File: config.mk
export PLATFORM = sky130hd
export DESIGN_NAME = spi_bus_monitor
export DESIGN_NICKNAME = d
export VERILOG_FILES = /design/src/rtl/spi_mon_pkg.sv /design/src/rtl/spi_mon_sync.sv /design/src/rtl/spi_mon_shifter.sv /design/src/rtl/spi_mon_idle_timer.sv /design/src/rtl/spi_bus_monitor.sv
export SDC_FILE = /design/constraint.sdc
export NUM_CORES = 1
export LEC_CHECK = 0
export BUFFER_PORTS_ARGS = -buffer_cell sky130_fd_sc_hd__clkbuf_2
export CORE_MARGIN = 2
export CORE_UTILIZATION = 62
export CTS_CLUSTER_DIAMETER = 40
export DETAILED_ROUTE_END_ITERATION = 12
export PLACE_DENSITY = 0.86
export SLEW_MARGIN = 20
export SYNTH_ARGS = -nofsm -noshare
export SYNTH_HDL_FRONTEND = slang
export SYNTH_SLANG_ARGS = --single-unit
export TNS_END_PERCENT = 50
File: constraint.sdc
create_clock -name clk -period 5.79 [get_ports clk]
set_input_delay 0.579 -clock clk [delete_from_list [all_inputs] [get_ports clk]]
set_output_delay 0.579 -clock clk [all_outputs]
set_load 0.02 [all_outputs]
File: src/rtl/spi_mon_pkg.sv
package spi_mon_pkg;
   // Cause reported with a frame-end pulse
   typedef enum logic {
      END_BY_SELECT = 1'b0,
      END_BY_IDLE   = 1'b1
   } end_cause_e;

   // Decoded edge events of the synchronized bus
   typedef struct packed {
      logic sel_fall;
      logic sel_rise;
      logic clk_rise;
      logic clk_fall;
   } bus_events_t;
endpackage

File: src/rtl/spi_mon_sync.sv
module spi_mon_sync #(
   parameter int          WIDTH   = 4,
   parameter int          STAGES  = 2,
   parameter logic [WIDTH-1:0] RST_VAL = '0
) (
   input  logic             clk,
   input  logic             rst_n,
   input  logic [WIDTH-1:0] d,
   output logic [WIDTH-1:0] q
);
   if (STAGES < 2) begin : g_bad_stages
      $error("spi_mon_sync: STAGES must be at least 2");
   end

   for (genvar b = 0; b < WIDTH; b++) begin : g_bit
      logic [STAGES-1:0] chain;
      always_ff @(posedge clk or negedge rst_n) begin
         if (!rst_n) chain <= {STAGES{RST_VAL[b]}};
         else        chain <= {chain[STAGES-2:0], d[b]};
      end
      assign q[b] = chain[STAGES-1];
   end
endmodule

File: src/rtl/spi_mon_shifter.sv
module spi_mon_shifter #(
   parameter int BYTE_W = 8
) (
   input  logic              clk,
   input  logic              rst_n,
   input  logic              sample,
   input  logic              clear,
   input  logic              bit_mosi,
   input  logic              bit_miso,
   output logic              done,
   output logic [BYTE_W-1:0] out_mosi,
   output logic [BYTE_W-1:0] out_miso,
   output logic              partial
);
   localparam int CNT_W = $clog2(BYTE_W);
   localparam logic [CNT_W-1:0] LAST = CNT_W'(BYTE_W - 1);

   if (BYTE_W < 2) begin : g_bad_width
      $error("spi_mon_shifter: BYTE_W must be at least 2");
   end

   logic [CNT_W-1:0]  bit_cnt;
   logic [BYTE_W-1:0] sh_mosi, sh_miso;

   always_ff @(posedge clk or negedge rst_n) begin
      if (!rst_n) begin
         bit_cnt  <= '0;
         sh_mosi  <= '0;
         sh_miso  <= '0;
         done     <= 1'b0;
         out_mosi <= '0;
         out_miso <= '0;
      end else begin
         done <= 1'b0;
         if (clear) begin
            bit_cnt <= '0;
         end else if (sample) begin
            sh_mosi <= {sh_mosi[BYTE_W-2:0], bit_mosi};
            sh_miso <= {sh_miso[BYTE_W-2:0], bit_miso};
            if (bit_cnt == LAST) begin
               bit_cnt  <= '0;
               done     <= 1'b1;
               out_mosi <= {sh_mosi[BYTE_W-2:0], bit_mosi};
               out_miso <= {sh_miso[BYTE_W-2:0], bit_miso};
            end else begin
               bit_cnt <= bit_cnt + 1'b1;
            end
         end
      end
   end

   assign partial = (bit_cnt != '0);

   // a completed byte is announced for exactly one cycle
   assert_done_single_R3: assert property (@(posedge clk) disable iff (!rst_n)
      done |=> !done);
endmodule

File: src/rtl/spi_mon_idle_timer.sv
module spi_mon_idle_timer #(
   parameter int IDLE_W = 16
) (
   input  logic              clk,
   input  logic              rst_n,
   input  logic              arm,
   input  logic              activity,
   input  logic [IDLE_W-1:0] limit,
   output logic              expire
);
   if (IDLE_W < 2) begin : g_bad_idle
      $error("spi_mon_idle_timer: IDLE_W must be at least 2");
   end

   logic [IDLE_W-1:0] idle_cnt;
   logic [IDLE_W:0]   cnt_plus;

   assign cnt_plus = {1'b0, idle_cnt} + {{IDLE_W{1'b0}}, 1'b1};

   always_ff @(posedge clk or negedge rst_n) begin
      if (!rst_n)                  idle_cnt <= '0;
      else if (!arm || activity)   idle_cnt <= '0;
      else if (!(&idle_cnt))       idle_cnt <= idle_cnt + 1'b1;
   end

   assign expire = arm && !activity && (limit != '0) &&
                   (cnt_plus == {1'b0, limit});

   // an expiry is a single event; the frame it closes disarms the timer
   assert_expire_single_R6: assert property (@(posedge clk) disable iff (!rst_n)
      expire |=> !expire);
endmodule

File: src/rtl/spi_bus_monitor.sv
module spi_bus_monitor
   import spi_mon_pkg::*;
#(
   parameter int SYNC_STAGES = 2,
   parameter int BYTE_W      = 8,
   parameter int IDLE_W      = 16
) (
   input  logic              clk,
   input  logic              rst_n,
   input  logic              cfg_cpol,
   input  logic              cfg_cpha,
   input  logic [IDLE_W-1:0] cfg_idle_limit,
   input  logic              spi_ss_n,
   input  logic              spi_sck,
   input  logic              spi_mosi,
   input  logic              spi_miso,
   output logic              byte_valid,
   output logic [BYTE_W-1:0] byte_mosi,
   output logic [BYTE_W-1:0] byte_miso,
   output logic              frame_start,
   output logic              frame_end,
   output logic              end_by_idle,
   output logic              byte_trunc
);
   localparam int         N_LINES   = 4;
   localparam int         L_SS      = 3;
   localparam int         L_SCK     = 2;
   localparam int         L_MOSI    = 1;
   localparam int         L_MISO    = 0;
   localparam logic [N_LINES-1:0] LINE_RST = 4'b1000;

   if (SYNC_STAGES < 2) begin : g_bad_sync
      $error("spi_bus_monitor: SYNC_STAGES must be at least 2");
   end

   logic [N_LINES-1:0] raw, syn;
   assign raw = {spi_ss_n, spi_sck, spi_mosi, spi_miso};

   spi_mon_sync #(.WIDTH(N_LINES), .STAGES(SYNC_STAGES), .RST_VAL(LINE_RST)) u_sync (
      .clk (clk), .rst_n (rst_n), .d (raw), .q (syn)
   );

   // Edge detection against previous synchronized sample
   logic        ss_q, sck_q;
   bus_events_t ev;

   always_ff @(posedge clk or negedge rst_n) begin
      if (!rst_n) begin
         ss_q  <= 1'b1;
         sck_q <= 1'b0;
      end else begin
         ss_q  <= syn[L_SS];
         sck_q <= syn[L_SCK];
      end
   end

   assign ev.sel_fall = ss_q & ~syn[L_SS];
   assign ev.sel_rise = ~ss_q & syn[L_SS];
   assign ev.clk_rise = ~sck_q & syn[L_SCK];
   assign ev.clk_fall = sck_q & ~syn[L_SCK];

   logic sel_active, clk_edge, sample;
   assign sel_active = ~syn[L_SS];
   assign clk_edge   = ev.clk_rise | ev.clk_fall;
   assign sample     = sel_active &
                       ((cfg_cpol == cfg_cpha) ? ev.clk_rise : ev.clk_fall);

   // Frame control
   logic in_frame, open_now, close_sel, close_idle, close_any, expire, partial;

   assign open_now   = ev.sel_fall | (sel_active & ~in_frame & clk_edge);
   assign close_sel  = ev.sel_rise & in_frame;
   assign close_idle = expire;
   assign close_any  = close_sel | close_idle;

   always_ff @(posedge clk or negedge rst_n) begin
      if (!rst_n)         in_frame <= 1'b0;
      else if (close_any) in_frame <= 1'b0;
      else if (open_now)  in_frame <= 1'b1;
   end

   spi_mon_idle_timer #(.IDLE_W(IDLE_W)) u_idle (
      .clk      (clk),
      .rst_n    (rst_n),
      .arm      (in_frame & sel_active),
      .activity (clk_edge),
      .limit    (cfg_idle_limit),
      .expire   (expire)
   );

   spi_mon_shifter #(.BYTE_W(BYTE_W)) u_shift (
      .clk      (clk),
      .rst_n    (rst_n),
      .sample   (sample),
      .clear    (close_any | ev.sel_fall),
      .bit_mosi (syn[L_MOSI]),
      .bit_miso (syn[L_MISO]),
      .done     (byte_valid),
      .out_mosi (byte_mosi),
      .out_miso (byte_miso),
      .partial  (partial)
   );

   end_cause_e cause;
   assign cause = close_sel ? END_BY_SELECT : END_BY_IDLE;

   always_ff @(posedge clk or negedge rst_n) begin
      if (!rst_n) begin
         frame_start <= 1'b0;
         frame_end   <= 1'b0;
         end_by_idle <= 1'b0;
         byte_trunc  <= 1'b0;
      end else begin
         frame_start <= open_now & ~close_any;
         frame_end   <= close_any;
         end_by_idle <= close_any & (cause == END_BY_IDLE);
         byte_trunc  <= close_any & partial;
      end
   end

   // a frame never opens and closes in the same cycle
   assert_start_end_apart_R4: assert property (@(posedge clk) disable iff (!rst_n)
      frame_end |-> !frame_start);
   // truncation is only reported on a frame end
   assert_trunc_on_end_R8: assert property (@(posedge clk) disable iff (!rst_n)
      byte_trunc |-> frame_end);
   // the idle cause only accompanies a frame end
   assert_idle_cause_on_end_R6: assert property (@(posedge clk) disable iff (!rst_n)
      end_by_idle |-> frame_end);
   // frame end is a one-cycle pulse
   assert_end_single_R10: assert property (@(posedge clk) disable iff (!rst_n)
      frame_end |=> !frame_end);
endmodule

==> impl_results.md, run 1 <==
- Clk sinks: 65
- Type of the worst min-delay path: input port to flop
- Worst Tran Pin Value: roughly 0.79 ns
- Fin crit period: between 3 and 4 ns
- Fin worst setup slack: 2.36 ns
- CP required: 6.02 ns
- Final Non-Filler Cells: 394
- Area contributors post-synth: dfrtp_1, mux2_4, mux2_2
- Initial Util: 0.645
- # hold bufs at CTS: 0
- Yosys top cell area share: 0.468
- Top FF cell, synth: dfrtp_1
- CP Class: flop to flop
- Grt met1 use: 0.325
- Synth Area in Compound Gates: 0.0664
- CTS H-Tree Depth: 3
- Vias: 2234
- Outcome: completed
- Post-placement cell count: between 300 and 400
- Routed WL per cell: 16.7 microns
- CTS buffer count: 9
- Initial antenna violation count: 0
- Largest family of logic cells by synthesized area: simple AND/OR/NAND/NOR gates
- Post-Route WL: 6580 microns
- Total negative setup slack: 0 ns
- Leak: 0.00179 uW
- Die Span X: 77.1 microns
- Post-synth EDFFs: 0
- Synthesized area per cell: around 12 sq um
- Number of synthesized register bits: 65
- Power per Cell Area: roughly 280 nW/um^2
- Slew Limit Headroom: 0.471
- Critical path arrival: approximately 3.7 ns
- Syn Nets: 305
- Fmax: between 0.2 and 0.3 GHz
- Post-CTS Resized: 0
- Iteration-0 DRC Markers: 156
- Biggest area consumer among synthesized cells: dfrtp_1
- TritonCTS clock tree: done
- GPL Wtd Cong: 0.860
- Slew Viols, Final: 0
- Synth Area in Adders: 0.0227
- Area growth from synthesis to layout: 13.4%
- DRT antenna net count: 0
- Global Route met3 Usage: 0.0588
- Post-Synth Simple-Gate Area: 0.154
- Inserted Diodes: 0
- RSZ-0062 raised after global routing: no
- Largest net degree at the start of global routing: 66
- Die Y-Extent: 77.1 microns
- Fin crit share: 0.592
- Pre-CTS setup slack: about 2.4 ns
- Post-synth cell types: 52
- Die ar.: 5950 sq um
- Final net count: about 350
- Mapped Cells: 275
- Leading cell type in the layout, fill and taps excluded: dfrtp_1
- Maximum vdd drop: 0.213 mV
- Commonest cells after routing, fill and taps aside: dfrtp_1, clkbuf_2, nor2_1, mux2_2
- Layout cell share with drive strength beyond 1: 0.327
- Port Buffers: 44
- Max_cap viols: 0
- Post-CTS Setup Inserts: 0
- Synthesized cell area: 3310 sq um
- Tot GR Track Use: 0.243
- Global routing's busiest layer: met2
- Number of top-level pins: 45
- Hold Violations, Final: 0
- Post-synthesis mux area share: 0.134
- Crit-path max FO: 17
- Setup Viol. Count Final: 0
- Clk_skew: between 0.01 and 0.015 ns
- Latest clock arrival within the worst-skew pair: 0.35 ns
- Synth Area in XOR/XNOR: 0.0921
- Vias per inst: between 5 and 6
- Sequential area share after synthesis: 0.492
- Yosys warnings: 0
- Met2 track utilization from global routing: 0.379
- DRC errors left: 0
- FFs w/ async S/R, synth: 1.00
- Clk buf depth: 2
- Clk slew on worst S/H paths: 0.07 ns
- TritonRoute pass-1 iters: 4
- Crit start category: flop
- Vias in the first global route: 2216
- R2r setup slk: 2.36 ns
- Power Total: 1040 uW
- Row cnt: 26
- DP HPWL: 4520 microns
- Core box area: between 5000 and 6000 sq um
- Remaining Overflow, GRT: 0
- CP endpoint kind: flop
- Root Driver: clkbuf_8
- First-pass GRT wire length: 11100 microns
## cell type report
type                    instances  area, sq um
fillers                       353         1380
multi-input cells             188         1560
flip-flops and latches         65         1630
clock buffers                  10          128
repair buffers                 45          228
well taps                      70         87.6
inverters                      10         40.0
clock inverters                 6         90.1
## cells in the mapped netlist, types with 2 or more instances
library cell / count
a21oi_1: 13
a22oi_1: 3
a31oi_1: 3
buf_12: 2
buf_2: 3
clkbuf_1: 6
dfrtp_1: 62
dfstp_2: 3
ha_1: 6
inv_1: 9
mux2_2: 16
mux2_4: 15
mux2i_1: 4
nand2_1: 11
nand2_4: 2
nand3_1: 6
nand3b_1: 4
nand4_1: 7
nor2_1: 16
nor3_1: 10
nor3b_1: 3
nor4_1: 8
o211ai_1: 2
o21ai_0: 3
or2_2: 2
or3_1: 4
xnor2_1: 15
xnor3_1: 2
xor2_1: 12
## final timing paths
path                       depth (start not counted)                                  to                                from
setup reg to reg                                   9     u_shift.out_mosi[2]$_DFFE_PN0P_  u_sync.g_bit[2].chain[1]$_DFF_PN0_
hold / removal                                     1  u_sync.g_bit[3].chain[0]$_DFF_PN1_                            spi_ss_n
max in group asynchronous                          2     u_idle.idle_cnt[15]$_DFFE_PN0P_                               rst_n
hold reg to reg                                    0  u_sync.g_bit[2].chain[1]$_DFF_PN0_  u_sync.g_bit[2].chain[0]$_DFF_PN0_
min in group asynchronous                          2      u_idle.idle_cnt[2]$_DFFE_PN0P_                               rst_n
setup / recovery                                   9     u_shift.out_mosi[2]$_DFFE_PN0P_  u_sync.g_bit[2].chain[1]$_DFF_PN0_
## logic make-up after synthesis
family          after synthesis
mux                          35
flops                        65
xor+xnor                     30
buf+inv                      22
fa+ha+maj                     6
simple gates                 85
compound gates               32
## report_power, final
part / internal [uW] / leakage (uW) / switching (uW)
Sequential: 494 / 0.000864 / 30.0
Clock: 244 / 0.000107 / 182
Combinational: 50.4 / 0.000816 / 44.6
Total: 788 / 0.00179 / 256
## routing by layer
| layer | vias to the layer above | share of wire |
|---|---|---|
| met4 | 0 | 0.019 |
| met2 | 59 | 0.49 |
| met1 | 1081 | 0.43 |
| met3 | 12 | 0.053 |
| met5 | - | 0 |
| li1 | 1082 | - |
## metrics by stage
| stage | hold WS [ns] | util | area (sq um) |
|---|---|---|---|
| 3_3_place_gp | 0.332 | 0.689 | 3540 |
| 6_report | 0.310 | 0.731 | 3760 |
| 3_5_place_dp | 0.346 | 0.689 | 3540 |
| 4_1_cts | 0.305 | 0.731 | 3760 |
| 5_1_grt | 0.296 | 0.731 | 3760 |
| 2_1_floorplan | 0.283 | - | 3310 |
## worst max-delay path, cell delays in order, from the launching register on
cell and delay, ns:
dfrtp_1 0.37, inv_1 0.06, ha_1 0.32, nand3b_1 0.53, nor3_1 0.42, o311ai_0 0.18, nor4_1 0.52, nand4_4 0.23
nand2_4 0.29, mux2_2 0.38
## flip-flops by register name, summed over array words and instances, names as in the netlist
register,cells
u_shift.sh_mosi,7
sck_q,1
ss_q,1
frame_start,1
u_shift.sh_miso,7
u_idle.idle_cnt,16
byte_trunc,1
frame_end,1
u_shift.done,1
u_shift.bit_cnt,3
end_by_idle,1
u_shift.out_miso,8
in_frame,1
u_shift.out_mosi,8
u_sync.g_bit.chain,8
Note: power is estimated with default switching activity, not from simulation.
==> run 2: changes to the inputs <==
--- a/config.mk
+++ b/config.mk
@@ -7,10 +7,10 @@
 export LEC_CHECK = 0
 export BUFFER_PORTS_ARGS = -buffer_cell sky130_fd_sc_hd__clkbuf_2
 export CORE_MARGIN = 2
-export CORE_UTILIZATION = 62
+export CORE_UTILIZATION = 57
 export CTS_CLUSTER_DIAMETER = 40
 export DETAILED_ROUTE_END_ITERATION = 12
-export PLACE_DENSITY = 0.86
+export PLACE_DENSITY = 0.8
 export SLEW_MARGIN = 20
 export SYNTH_ARGS = -nofsm -noshare
 export SYNTH_HDL_FRONTEND = slang
==> constraint.sdc (replaced) <==
create_clock -name clk -period 3.4 [get_ports clk]
set_input_delay 0.34 -clock clk [delete_from_list [all_inputs] [get_ports clk]]
set_output_delay 0.34 -clock clk [all_outputs]
set_load 0.02 [all_outputs]
==> impl_results.md, run 2 (synthesis results as in run 1) <==
- Fin crit period: 2.88 ns (was 3.43 ns)
- CTS buffer count: 9 (unchanged)
- Slew Limit Headroom: 0.399 (was 0.471)
- Crit start category: flop (unchanged)
- Latest clock arrival within the worst-skew pair: 0.33 ns (was 0.35 ns)
- Hold Violations, Final: 0 (unchanged)
- Core box area: 5570 sq um (was 5140 sq um)
- DRC errors left: 0 (unchanged)
- Maximum vdd drop: 0.376 mV (was 0.213 mV)
- Die ar.: 6440 sq um (was 5950 sq um)
- Critical path arrival: 3.09 ns (was 3.66 ns)
- Clk slew on worst S/H paths: 0.07 ns (about the same)
- Clk sinks: 65 (unchanged)
- Post-Route WL: 6370 microns (was 6580 microns)
- Iteration-0 DRC Markers: 141 (was 156)
- Int Power: 1310 uW (was 788 uW)
- DRT antenna net count: 0 (unchanged)
- Power Total: 1720 uW (was 1040 uW)
- Setup Viol. Count Final: 0 (unchanged)
- CTS H-Tree Depth: 3 (unchanged)
- Total negative setup slack: 0 ns (unchanged)
- Sequential Power Share: 0.519 (was 0.502)
- Final net count: 353 (was 349)
- Routed WL per cell: 15.9 microns (was 16.7 microns)
- CP Class: flop to flop (unchanged)
- Remaining Overflow, GRT: 0 (unchanged)
- # hold bufs at CTS: 0 (unchanged)
- Post-CTS Resized: 0 (unchanged)
- Vias in the first global route: 2262 (was 2216)
- Leading cell type in the layout, fill and taps excluded: dfrtp_1 (unchanged)
- Power per Cell Area: 454 nW/um^2 (was 278 nW/um^2)
- Clk buf depth: 2 (unchanged)
- CP required: 3.62 ns (was 6.02 ns)
- Type of the worst min-delay path: input port to flop (unchanged)
- Vias: 2285 (was 2234)
- Outcome: completed (unchanged)
- Fmax: 0.348 GHz (was 0.292 GHz)
- Inserted Diodes: 0 (unchanged)
- Switch share: 0.238 (was 0.245)
- First-pass GRT wire length: 10800 microns (was 11100 microns)
- Max_cap viols: 0 (unchanged)
- Leak: 0.00180 uW (was 0.00179 uW)
- Area growth from synthesis to layout: 14.0% (was 13.4%)
- GPL Wtd Cong: 0.941 (was 0.860)
- Slew Viols, Final: 0 (unchanged)
- Tot GR Track Use: 0.222 (was 0.243)
- Die Y-Extent: 80.3 microns (was 77.1 microns)
- Max reg flops: 16 (unchanged)
- Worst Tran Pin Value: 0.901 ns (was 0.793 ns)
- CP endpoint kind: flop (unchanged)
- TritonRoute pass-1 iters: 4 (unchanged)
- Crit-path max FO: 14 (was 17)
- Number of top-level pins: 45 (unchanged)
- Logic gate share of total power: 0.095 (was 0.091)
- Vias per inst: 5.71 (was 5.67)
- RSZ-0062 raised after global routing: no (unchanged)
- Root Driver: clkbuf_8 (unchanged)
- Layout cell share with drive strength beyond 1: 0.335 (was 0.327)
- Clock network power share: 0.386 (was 0.407)
- Largest net degree at the start of global routing: 38 (was 66)
- Register ranked first by flip-flop count: u_idle.idle_cnt (unchanged)
- Port Buffers: 44 (unchanged)
- Clk_skew: 0.00572 ns (was 0.0115 ns)
- R2r setup slk: 0.52 ns (was 2.36 ns)
- Row cnt: 27 (was 26)
- Initial antenna violation count: 0 (unchanged)
- Post-CTS Setup Inserts: 0 (unchanged)
- Initial Util: 0.595 (was 0.645)
- TritonCTS clock tree: done (unchanged)
- Sw Pwr: 409 uW (was 256 uW)
- Commonest cells after routing, fill and taps aside: dfrtp_1, clkbuf_2, nor2_1, mux2_2 (unchanged)
- DP HPWL: 4700 microns (was 4520 microns)
- Fin crit share: 0.846 (was 0.592)
- Die Span X: 80.3 microns (was 77.1 microns)
## run 2: cell type report
cell class	count	area, sq um
Tap cell	72	90.1
Fill cell	418	1790
Timing Repair Buffer	49	258
Clock buffer	12	155
Multi-Input combinational cell	188	1560
Sequential cell	65	1630
Inverter	10	40.0
Clock inverter	4	51.3
## run 2: final timing paths
kind / cells after the start / to / from
worst max-delay path: 9 / u_shift.out_miso[5]$_DFFE_PN0P_ / u_idle.idle_cnt[0]$_DFFE_PN0P_
worst min-delay path: 1 / u_sync.g_bit[3].chain[0]$_DFF_PN1_ / spi_ss_n
worst max register to register: 9 / u_shift.out_miso[5]$_DFFE_PN0P_ / u_idle.idle_cnt[0]$_DFFE_PN0P_
worst min register to register: 0 / u_sync.g_bit[0].chain[1]$_DFF_PN0_ / u_sync.g_bit[0].chain[0]$_DFF_PN0_
max in group asynchronous: 2 / u_sync.g_bit[3].chain[0]$_DFF_PN1_ / rst_n
min in group asynchronous: 1 / u_idle.idle_cnt[2]$_DFFE_PN0P_ / rst_n
## run 2: power by group through the flow
stage	combinational (uW)	sequential, uW	clock, uW
CTS	165	892	687
global route	181	900	723
global placement	155	900	0
floorplan	106	891	0
finish	162	892	663
detailed placement	164	907	0
## run 2: per-layer routing
layer  vias up  wire length [microns]  GRT usage
met5         -                      0          0
met4         0                     65     0.0797
met3         8                    369     0.0629
met2        72                   3060      0.342
met1      1116                   2870      0.302
li1       1089                      -          -
## run 2: stage by stage
step                worst slack, ns  instances   util  cell area (sq um)  hold WS (ns)
floorplan                     0.828        275      -               3310        0.0444
global placement              0.588        384  0.641               3570         0.334
detailed placement            0.550        384  0.641               3570         0.338
CTS                           0.530        400  0.678               3780        0.0672
global route                  0.326        400  0.678               3780        0.0588
finish                        0.525        400  0.678               3780        0.0857
## run 2: critical path, cell delays in order, from the launching register on
cell and delay (ns):
dfrtp_1 0.44, ha_1 0.25, nand4_1 0.19, nor2_1 0.31
mux2_2 0.40, a2111oi_4 0.32, nand4_4 0.18, nand2_4 0.28
inv_4 0.08, mux2_4 0.31
==> run 3: changes to the inputs <==
==> constraint.sdc (replaced) <==
create_clock -name clk -period 3 [get_ports clk]
set_input_delay 0.3 -clock clk [delete_from_list [all_inputs] [get_ports clk]]
set_output_delay 0.3 -clock clk [all_outputs]
set_load 0.02 [all_outputs]
==> impl_results.md, run 3 (synthesis results as in run 1) <==
- Fin crit period: 2.84 ns (was 2.88 ns)
- Vias in the first global route: 2152 (was 2262)
- GPL Wtd Cong: 0.911 (was 0.941)
- Leak: 0.00182 uW (was 0.00180 uW)
- Clk_skew: 0.00669 ns (was 0.00572 ns)
- Total negative setup slack: 0 ns (unchanged)
- DP HPWL: 4570 microns (was 4700 microns)
- Cell breakdown of the critical path: nand3_2 -> o21a_1 -> or4_4 -> a2111oi_4 -> nand4_4 -> nand2_4 -> mux2_2 (was ha_1 -> nand4_1 -> nor2_1 -> mux2_2 -> a2111oi_4 -> nand4_4 -> nand2_4 -> inv_4 -> mux2_4)
- Fmax: 0.352 GHz (was 0.348 GHz)
- Sw Pwr: 480 uW (was 409 uW)
- Post-CTS Resized: 0 (unchanged)
- Post-Route WL: 6410 microns (was 6370 microns)
- CP required: 3.23 ns (was 3.62 ns)
- Crit start category: flop (unchanged)
- Clk slew on worst S/H paths: 0.07 ns (about the same)
- Leading cell type in the layout, fill and taps excluded: dfrtp_1 (unchanged)
- Pre-CTS setup slack: 0.126 ns (was 0.550 ns)
- Post-CTS Setup Inserts: 0 (unchanged)
- Int Power: 1540 uW (was 1310 uW)
- RSZ-0062 raised after global routing: no (unchanged)
- CTS buffer count: 9 (unchanged)
- TritonRoute pass-1 iters: 4 (unchanged)
- Root Driver: clkbuf_8 (unchanged)
- Slowest-stage cell, CP: or4_4 (was dfrtp_1)
- Outcome: completed (unchanged)
- Remaining Overflow, GRT: 0 (unchanged)
- Core box area: 5570 sq um (unchanged)
- Routed WL per cell: 16.0 microns (was 15.9 microns)
- Setup Viol. Count Final: 0 (unchanged)
- Initial antenna violation count: 0 (unchanged)
- Crit path max-delay family: simple AND/OR/NAND/NOR gates (unchanged)
- Final net count: 354 (was 353)
- Die Y-Extent: 80.3 microns (unchanged)
- Crit-path max FO: 14 (unchanged)
- Largest net degree at the start of global routing: 66 (was 38)
- Power per Cell Area: 529 nW/um^2 (was 454 nW/um^2)
- Number of top-level pins: 45 (unchanged)
- Latest clock arrival within the worst-skew pair: 0.34 ns (was 0.33 ns)
- Register ranked first by flip-flop count: u_idle.idle_cnt (unchanged)
- Clk sinks: 65 (unchanged)
- Clock network power share: 0.412 (was 0.386)
- # hold bufs at CTS: 0 (unchanged)
- Max_cap viols: 0 (unchanged)
- Vias: 2258 (was 2285)
- DRT antenna net count: 0 (unchanged)
- Switch share: 0.237 (was 0.238)
- CP Class: flop to flop (unchanged)
- Fin crit share: 0.946 (was 0.846)
- Commonest cells after routing, fill and taps aside: dfrtp_1, clkbuf_2, mux2_2 (was dfrtp_1, clkbuf_2, nor2_1, mux2_2)
- Hold Violations, Final: 0 (unchanged)
- Row cnt: 27 (unchanged)
- Worst path bufs/invs: 0 (was 1)
- TritonCTS clock tree: done (unchanged)
- Fin worst setup slack: 0.162 ns (was 0.525 ns)
- Type of the worst min-delay path: input port to flop (unchanged)
- Crit path largest cell delay: 0.54 ns (was 0.44 ns)
- Die Span X: 80.3 microns (unchanged)
- Slew Viols, Final: 0 (unchanged)
- Logic gate share of total power: 0.089 (was 0.095)
- First-pass GRT wire length: 10400 microns (was 10800 microns)
- Port Buffers: 44 (unchanged)
- FILL cells: 404 (was 418)
- Critical path arrival: 3.06 ns (was 3.09 ns)
- Tot GR Track Use: 0.216 (was 0.222)
- Max reg flops: 16 (unchanged)
- Worst Tran Pin Value: 0.799 ns (was 0.901 ns)
- Inserted Diodes: 0 (unchanged)
- Slew Limit Headroom: 0.468 (was 0.399)
- Area growth from synthesis to layout: 15.4% (was 14.0%)
- CP endpoint kind: flop (unchanged)
- CTS H-Tree Depth: 3 (unchanged)
- Clk buf depth: 2 (unchanged)
- Die ar.: 6440 sq um (unchanged)
- Iteration-0 DRC Markers: 135 (was 141)
- Layout cell share with drive strength beyond 1: 0.347 (was 0.335)
- Initial Util: 0.595 (unchanged)
- DRC errors left: 0 (unchanged)
- Maximum vdd drop: 0.372 mV (was 0.376 mV)
- Sequential Power Share: 0.499 (was 0.519)
- Vias per inst: 5.63 (was 5.71)
-- run 3: changes by cell type in the layout (fill, tap and decap cells not counted), sizes merged --
cell,previous run,this run
buf,5,6
bufinv,1,2
clkbuf,56,54
inv,10,11
-- run 3: area by class of cell --
type | count | area (sq um) | share of cell area
tap | 72 | 90.1 | 0.0236
multi-input combinational | 188 | 1570 | 0.411
clock inverter | 6 | 90.1 | 0.0236
inverter | 10 | 40.0 | 0.0105
sequential | 65 | 1630 | 0.426
clock buffer | 10 | 138 | 0.0360
timing repair buffer | 50 | 265 | 0.0693
-- run 3: worst paths after layout --
check / from / endpoint / slack, ns / depth (start not counted)
worst max register to register: u_idle.idle_cnt[0]$_DFFE_PN0P_ / u_shift.sh_mosi[6]$_DFFE_PN0P_ / 0.16 / 7
worst min-delay path: spi_ss_n / u_sync.g_bit[3].chain[0]$_DFF_PN1_ / 0.04 / 1
worst min register to register: u_sync.g_bit[1].chain[0]$_DFF_PN0_ / u_sync.g_bit[1].chain[1]$_DFF_PN0_ / 0.35 / 0
min in group asynchronous: rst_n / u_idle.idle_cnt[1]$_DFFE_PN0P_ / 0.13 / 2
max in group asynchronous: rst_n / u_shift.out_mosi[4]$_DFFE_PN0P_ / 2.36 / 2
worst max-delay path: u_idle.idle_cnt[0]$_DFFE_PN0P_ / u_shift.sh_mosi[6]$_DFFE_PN0P_ / 0.16 / 7
-- run 3: worst register-to-register path, cell delays in order (launching register included) --
cell and delay [ns]:
dfrtp_1 0.45, nand3_2 0.23, o21a_1 0.26, or4_4 0.54, a2111oi_4 0.42, nand4_4 0.21
nand2_4 0.24, mux2_2 0.37
-- run 3: power by group through the flow --
stage | Clock [uW] | Combinational (uW) | Sequential, uW
finish | 834 | 181 | 1010
global route | 889 | 202 | 1020
CTS | 857 | 183 | 1010
detailed placement | 0 | 181 | 1030
global placement | 0 | 174 | 1020
floorplan | 0 | 120 | 1010
-- run 3: metal layers --
metal  up-vias  share of wire  routed length, microns  track usage
li1       1079              -                       -            -
met1      1116           0.45                    2860        0.286
met2        56           0.50                    3180        0.347
met3         7          0.045                     290       0.0551
met4         0          0.012                      75       0.0763
met5         -              0                       0            0
-- run 3: per-stage QoR --
step	cell area, sq um	hold WS [ns]	power (uW)	utilization	cells
floorplan	3310	0.00441	1130	-	275
global placement	3580	0.334	1190	0.642	385
detailed placement	3580	0.337	1210	0.642	385
CTS	3810	0.0206	2050	0.683	401
global route	3820	0.0168	2110	0.686	401
finish	3820	0.0364	2020	0.686	401
